`src/rtl/vcm_pkg.sv`:
```
package vcm_pkg;
  // smallest width handled by the crosswise base cell
  localparam int BASE_W = 2;

  function automatic int half(input int w);
    return w / 2;
  endfunction
endpackage

```
`src/rtl/vcm_base2x2.sv`:
```
module vcm_base2x2 (
  input  logic [1:0] a,
  input  logic [1:0] b,
  output logic [3:0] p
);
  logic col1_carry;
  logic top_and;

  always_comb begin
    top_and    = a[1] & b[1];
    col1_carry = (a[1] & b[0]) & (a[0] & b[1]);
    p[0]       = a[0] & b[0];
    p[1]       = (a[1] & b[0]) ^ (a[0] & b[1]);
    p[2]       = top_and ^ col1_carry;
    p[3]       = top_and & col1_carry;
  end
endmodule

```
`src/rtl/vcm_rca.sv`:
```
module vcm_rca #(
  parameter int W = 4
) (
  input  logic [W-1:0] x,
  input  logic [W-1:0] y,
  output logic [W-1:0] s,
  output logic         co
);
  logic [W:0] c;

  assign c[0] = 1'b0;

  for (genvar i = 0; i < W; i++) begin : g_bit
    assign s[i]   = x[i] ^ y[i] ^ c[i];
    assign c[i+1] = (x[i] & y[i]) | (c[i] & (x[i] ^ y[i]));
  end

  assign co = c[W];
endmodule

```
`src/rtl/vcm_node.sv`:
```
module vcm_node #(
  parameter int W = 4
) (
  input  logic           clk,
  input  logic           rst,
  input  logic [W-1:0]   a,
  input  logic [W-1:0]   b,
  output logic [2*W-1:0] p
);
  localparam int H = vcm_pkg::half(W);

  if (W == vcm_pkg::BASE_W) begin : g_base
    vcm_base2x2 u_cell (
      .a (a),
      .b (b),
      .p (p)
    );


    base_top_bit_chk: assert property (@(posedge clk) disable iff (rst)
      p[3] |-> (p == 4'd9));
  end else begin : g_split
    logic [W-1:0] pp_ll, pp_lh, pp_hl, pp_hh;
    logic [W-1:0] mid_s, low_s, top_s;
    logic [W-1:0] low_addend, top_addend;
    logic         mid_co, low_co, top_co;
    logic         carry_h;

    vcm_node #(.W(H)) u_ll (.clk(clk), .rst(rst), .a(a[H-1:0]), .b(b[H-1:0]), .p(pp_ll));
    vcm_node #(.W(H)) u_lh (.clk(clk), .rst(rst), .a(a[H-1:0]), .b(b[W-1:H]), .p(pp_lh));
    vcm_node #(.W(H)) u_hl (.clk(clk), .rst(rst), .a(a[W-1:H]), .b(b[H-1:0]), .p(pp_hl));
    vcm_node #(.W(H)) u_hh (.clk(clk), .rst(rst), .a(a[W-1:H]), .b(b[W-1:H]), .p(pp_hh));

    // cross products summed first
    vcm_rca #(.W(W)) u_mid (.x(pp_hl), .y(pp_lh), .s(mid_s), .co(mid_co));

    // cross sum aligned at H against the upper half of ll
    assign low_addend = {{H{1'b0}}, pp_ll[W-1:H]};
    vcm_rca #(.W(W)) u_low (.x(mid_s), .y(low_addend), .s(low_s), .co(low_co));

    // both carries weigh 2^(W+H); at most one can be set
    assign carry_h    = mid_co ^ low_co;
    assign top_addend = {{(H-1){1'b0}}, carry_h, low_s[W-1:H]};
    vcm_rca #(.W(W)) u_top (.x(pp_hh), .y(top_addend), .s(top_s), .co(top_co));

    assign p = {top_s, low_s[H-1:0], pp_ll[H-1:0]};


    mid_carry_excl_chk: assert property (@(posedge clk) disable iff (rst)
      !(mid_co && low_co));


    top_no_overflow_chk: assert property (@(posedge clk) disable iff (rst)
      !top_co);
  end
endmodule

```
`src/rtl/vcm_mult.sv`:
```
module vcm_mult #(
  parameter int N       = 8,
  parameter bit REG_OUT = 1'b1
) (
  input  logic           clk,
  input  logic           rst,
  input  logic [N-1:0]   a,
  input  logic [N-1:0]   b,
  output logic [2*N-1:0] p
);
  localparam int PW = 2 * N;

  logic [PW-1:0] prod;

  vcm_node #(.W(N)) u_root (
    .clk (clk),
    .rst (rst),
    .a   (a),
    .b   (b),
    .p   (prod)
  );

  if (REG_OUT) begin : g_reg
    logic [PW-1:0] p_q;

    always_ff @(posedge clk) begin
      if (rst) p_q <= '0;
      else     p_q <= prod;
    end

    assign p = p_q;


    reg_product_chk: assert property (@(posedge clk) disable iff (rst)
      !$past(rst) |-> (p == (PW'($past(a)) * PW'($past(b)))));


    reset_clear_chk: assert property (@(posedge clk)
      rst |=> (p == '0));
  end else begin : g_comb
    assign p = prod;


    comb_product_chk: assert property (@(posedge clk) disable iff (rst)
      p == (PW'(a) * PW'(b)));
  end
endmodule

```
`config.mk`:
```
export PLATFORM = sky130hd
export DESIGN_NAME = vcm_mult
export DESIGN_NICKNAME = d
export VERILOG_FILES = /design/src/rtl/vcm_pkg.sv /design/src/rtl/vcm_base2x2.sv /design/src/rtl/vcm_rca.sv /design/src/rtl/vcm_node.sv /design/src/rtl/vcm_mult.sv
export SDC_FILE = /design/constraint.sdc
export NUM_CORES = 1
export LEC_CHECK = 0
export ABC_AREA = 1
export BUFFER_PORTS_ARGS = -buffer_cell sky130_fd_sc_hd__buf_4
export CAP_MARGIN = 5
export CORE_ASPECT_RATIO = 0.6
export CORE_MARGIN = 2
export CORE_UTILIZATION = 49
export DETAILED_ROUTE_END_ITERATION = 10
export GPL_ROUTABILITY_DRIVEN = 0
export PLACE_DENSITY_LB_ADDON = 0.15
export RECOVER_POWER = 50
export SLEW_MARGIN = 20
export SYNTH_ARGS = -nofsm -noshare
export SYNTH_HDL_FRONTEND = slang
export SYNTH_SLANG_ARGS = --single-unit
```
`constraint.sdc`:
```
create_clock -name clk -period 23 [get_ports clk]
set_input_delay 5.75 -clock clk [delete_from_list [all_inputs] [get_ports clk]]
set_output_delay 5.75 -clock clk [all_outputs]
set_load 0.01 [all_outputs]
```
# Word-level counts from Yosys, hierarchy flattened
# Index checks and enable logic that the tools add are counted.
[classes]
bitwise_logic = 386
[ops]
columns = ["cell", "n"]
rows = [
  ["AND 1 bit", 201],
  ["XOR 1 bit", 147],
  ["bitwise OR 1 bit", 38],
]
[totals]
word_cells = 387
input_bits = 18
reg_bits = 16

# Logic depth before layout (Yosys ltp)
[depth]
word_depth = 32
ltp_mapped = 31
mapped_depth_nobuf = 30

# Hierarchy
# Synthesis repeated with hierarchy kept, for this count alone.
[unflattened]
hier_cells = 462
hier_area_um2 = 3359.5
[modules_own_cells]
columns = ["module", "seq_area_each_um2", "cells_each", "area_per_inst_um2", "instances"]
rows = [
  ["vcm_rca at u_root.g_split.u_hh.g_split.u_low ...", 0.0, 14, 110.1, 12],
  ["vcm_base2x2", 0.0, 10, 55.1, 16],
  ["vcm_rca at u_root.g_split.u_low ...", 0.0, 18, 190.2, 3],
  ["vcm_mult", 320.3, 50, 474.2, 1],
  ["vcm_node at u_root ...", 0.0, 6, 22.5, 5],
]

# Worst setup path before layout
# No wires, ideal clock.
[synth_path]
path_kind = "in2reg"
startpoint = "input b[0]"
endpoint = "register g_reg.p_q[15], in the netlist p[15]"
path_slack_ns = 11.321
setup_time_ns = 0.115
stages = 28
n_path_buf = 1
arrival_time_ns = 11.564
cell_sequence = "buf_2 nand2_1 inv_1 ha_1 inv_1 fa_1 inv_1 fa_1 ha_1 ha_1 fa_1 inv_1 fa_1 inv_1 fa_1 fa_1 ha_1 ha_1 inv_1 fa_1 inv_1 fa_1 fa_1 fa_1 ha_1 ha_1 a21oi_1 nor2_1"
[synth_via]
elab_chain_len = 32
elab_cells_between_ends = 183
[synth_lines]
columns = ["element", "line_no", "rtl"]
rows = [
  ["start, declared", "vcm_mult.sv:8", "input logic [N-1:0] b,"],
  ["AND 1 bit", "vcm_base2x2.sv:11, vcm_base2x2.sv:13", ""],
  ["XOR 1 bit", "vcm_base2x2.sv:13", "p[1] = (a[1] & b[0]) ^ (a[0] & b[1]);"],
  ["XOR 1 bit", "vcm_rca.sv:14, vcm_rca.sv:15", ""],
  ["AND 1 bit / XOR 1 bit (equally long branches)", "vcm_rca.sv:15, vcm_rca.sv:14", ""],
  ["bitwise OR 1 bit / XOR 1 bit (equally long branches)", "vcm_rca.sv:15", "assign c[i+1] = (x[i] & y[i]) | (c[i] & (x[i] ^ y[i]));"],
  ["AND 1 bit", "vcm_rca.sv:15", ""],
  ["bitwise OR 1 bit", "vcm_rca.sv:15", ""],
  ["XOR 1 bit / AND 1 bit (equally long branches)", "vcm_rca.sv:14, vcm_rca.sv:15", ""],
  ["[... 15 more ...]", "--", ""],
  ["AND 1 bit", "vcm_rca.sv:15", ""],
  ["bitwise OR 1 bit", "vcm_rca.sv:15", ""],
  ["AND 1 bit", "vcm_rca.sv:15", ""],
  ["bitwise OR 1 bit", "vcm_rca.sv:15", ""],
  ["AND 1 bit", "vcm_rca.sv:15", ""],
  ["bitwise OR 1 bit *", "vcm_rca.sv:15", ""],
  ["AND 1 bit * (2 in series)", "vcm_rca.sv:15", ""],
  ["XOR 1 bit *", "vcm_rca.sv:14", "assign s[i] = x[i] ^ y[i] ^ c[i];"],
  ["end signal, assigned", "vcm_mult.sv:28", "else p_q <= prod;"],
  ["end, declared", "vcm_mult.sv:24", "logic [PW-1:0] p_q;"],
]
# Every way passes the cells marked *; elsewhere a longest branch is shown, timed or not.
# A chain may end at the register's enable or synchronous reset.

# Final worst setup path
# Ends and elaborated chain as after synthesis.

==> flow_summary.ini <==
[placed_design]
placement.setup.worst_slack_ns = 11.11
dp_hpwl_mm = 4.50
detailed_place.area_mm2 = 0.00313
dpl.cell_count = 466
port_buffers = 33

[finish]
nets = 508
layout.cells.non_filler = 469
synthToLayoutAreaGrowth_pct = 7.99
fraction_of_layout_cells_with_a_size_suffix_above_1 = 0.0540
fill_cells = 602
largest_reg_flops = 16
antenna_cells_inserted = 0
final_design_area_no_fill_mm2 = 0.00311
final_core_util = 0.554

[synth]
synth-compound-area-share = 0.00174
synthTopCellsByArea = sky130_fd_sc_hd__ha_1 26%, sky130_fd_sc_hd__fa_1 26%, sky130_fd_sc_hd__inv_1 19%
ys_seq_area_frac = 0.111
fraction_of_post_synthesis_cell_area_in_the_top_cell_type_by_area = 0.265
netlist_cell_types = 12
syn-instance-count = 371
yosysWarningCount = 0
synth-simple-area-share = 0.110
postSynthRegisterBits = 16
synthesis.nets = 488
post_synth_fa_ha_maj_area_fraction = 0.529
synth.avg_cell_area_um2 = 7.77
synth_largest_area_cell = sky130_fd_sc_hd__ha_1
synth_mux_area_frac = 0
combinational_family_with_the_most_area_after_synthesis = adder cells
synth_area_in_xor_xnor = 0.0243
syn_area_mm2 = 0.00288

[cts]
path_clk_slew_ns = 0.05
cts_post_setup_buffers_inserted = 0
clockRootBuffer = sky130_fd_sc_hd__clkbuf_8
clock_sinks = 16
numCtsBuffers = 3
clock_path_buffers = 2
cts.hold.buffers_added = 0
ctsResizeCount = 0
htree_levels = 1
cts_tree = built

[setup_path]
cp_slowest_stage_delay_ns = 0.53
cpMaxStageDelayCell = sky130_fd_sc_hd__fa_1
timing.critical_path.from_type = input port
worstPathArrival_ns = 11.83
crit_type = in2reg
nature_of_the_critical_path_endpoint = register
crit_top_cell = sky130_fd_sc_hd__fa_1
critical_path_data_required_time_ns = 23.13
crit_fanout = 8

[power_and_ir_drop]
power_frac_clock = 0.106
power.share.switching = 0.445
power.switching_mw = 0.0811
report.power.total_mw = 0.182
internal_power_contribution_mw = 0.101
power_frac_comb = 0.683
vdd_ir_drop_max_v = 0.0000318
power.leakage_nw = 2.12
power_frac_seq = 0.212
pwr_density_cell_mw_per_mm2 = 58.6

[routing]
dr_wl_met2_mm = 1.83
drt_iter0_markers = 75
routed_wire_per_std_cell_um = 10.5
highest-signal-layer = met4
ant_nets = 0
dr_wl_met3_um = 302
route.detailed.drc = 0
postRouteWirelength_mm = 4.94
detailroute.via_count = 1954
vias_per_cell = 4.17
dr.pass1.iters = 4
wirelength_met1_mm = 2.77

[flow_run]
drv_cap = 0

[floorplan]
die_area_mm2 = 0.00653
boundaryPins = 34
floorplan.die.width_um = 103
die_height_um = 63.4
initial_core_util = 0.513
fp-row-count = 21
core_region_area_mm2 = 0.00562

[sta]
fin_hold_ws_ns = 5.78
maxClockFrequency_mhz = 85.5
period_share = 0.509
slew_viol_final = 0
postLayoutSetupSlackWorst_ns = 11.30
totalNegativeSetupSlack_ns = 0
hold_violations = 0
final-setup-viol-count = 0
fin_crit_ns = 11.70
worst_slew_margin = 0.754
rsz_0062_raised_after_global_routing = no
max_slew.worst_pin.slew_ns = 0.368

[grt]
grt_overflow = 0
globalRouteTotalUtil = 0.171
grt_antenna_before_repair = 0
grt_pass1_vias = 1865
grt_pass1_wl_mm = 8.61
grt_start_max_net_pins = 17

[worst_hold_path]
hold_path.startpoint = rst
min_path_cells = 2
holdCritPathClass = in2reg
whs_endpoint = p[9]

[outcome]
outcome = complete, no violations
==> routing by layer <==
metal | GRT usage | vias to the layer above
met3 | 0.0344 | 4
met1 | 0.276 | 861
met2 | 0.235 | 39
met5 | 0 | -
li1 | - | 1050
met4 | 0.0296 | 0
==> cells by family after synthesis <==
group | Yosys count
buffers and inverters | 163
adder cells (fa/ha/maj) | 99
AND/OR/NAND/NOR | 84
flip-flops | 16
XOR/XNOR | 8
AO/OA/AOI/OAI | 1
==> layout make-up <==
| class | count | area, um2 | area share |
|---|---|---|---|
| Inverter | 145 | 544 | 0.175 |
| Timing Repair Buffer | 33 | 191 | 0.0615 |
| Tap cell | 80 | 100 | 0.0322 |
| Clock buffer | 3 | 41.3 | 0.0133 |
| Multi-Input combinational cell | 192 | 1920 | 0.615 |
| Sequential cell | 16 | 320 | 0.103 |
==> layout by cell type (no fill, tap or decap) <==
cell	Yosys	final
sky130_fd_sc_hd__dfxtp_1	16	16
sky130_fd_sc_hd__a21oi_1	1	1
sky130_fd_sc_hd__fa_1	38	38
sky130_fd_sc_hd__clkbuf_8	0	3
sky130_fd_sc_hd__xor2_1	5	5
sky130_fd_sc_hd__nand2_1	67	67
sky130_fd_sc_hd__nand3_1	1	1
sky130_fd_sc_hd__xnor2_1	3	3
sky130_fd_sc_hd__inv_1	145	145
sky130_fd_sc_hd__ha_1	61	61
sky130_fd_sc_hd__nor2_1	16	16
sky130_fd_sc_hd__clkbuf_1	0	15
sky130_fd_sc_hd__buf_4	0	18
==> worst max path at each step <==
| stage | depth (start not counted) | from | slack (ns) | end |
|---|---|---|---|---|
| 6_report | 28 | b[0] | 11.30 | p[15] |
| 5_1_grt | 28 | b[0] | 10.93 | p[15] |
| 4_1_cts | 28 | b[1] | 11.36 | p[15] |
| 3_5_place_dp | 28 | b[1] | 11.11 | p[14] |
| 3_3_place_gp | 28 | b[0] | 11.16 | p[15] |
| 2_1_floorplan | 28 | b[0] | 11.32 | p[15] |
==> synthesized netlist by cell type <==
| cell type | number |
|---|---|
| sky130_fd_sc_hd__dfxtp_1 | 16 |
| sky130_fd_sc_hd__ha_1 | 61 |
| sky130_fd_sc_hd__inv_1 | 145 |
| sky130_fd_sc_hd__buf_2 | 16 |
| sky130_fd_sc_hd__fa_1 | 38 |
| sky130_fd_sc_hd__nand2_1 | 67 |
| sky130_fd_sc_hd__buf_6 | 2 |
| sky130_fd_sc_hd__nand3_1 | 1 |
| sky130_fd_sc_hd__xnor2_1 | 3 |
| sky130_fd_sc_hd__xor2_1 | 5 |
| sky130_fd_sc_hd__a21oi_1 | 1 |
| sky130_fd_sc_hd__nor2_1 | 16 |
==> worst max-delay path, delay by kind of cell <==
family,cells,cell delay (ns)
buffers and inverters,8,0.56
adders and majority gates,17,5.23
and+or+nand+nor,2,0.17
AOI/OAI and AO/OA,1,0.12
==> power groups by stage <==
| stage | clock network [mW] | logic (mW) | registers [mW] |
|---|---|---|---|
| after floorplan | 0 | 0.0857 | 0.0439 |
| after CTS | 0.0198 | 0.133 | 0.0389 |
| after global routing | 0.0209 | 0.151 | 0.0395 |
| after detailed placement | 0 | 0.132 | 0.0394 |
| after global placement | 0 | 0.130 | 0.0393 |
| final | 0.0193 | 0.124 | 0.0386 |
No activity file was read; power rests on OpenSTA's default activity.
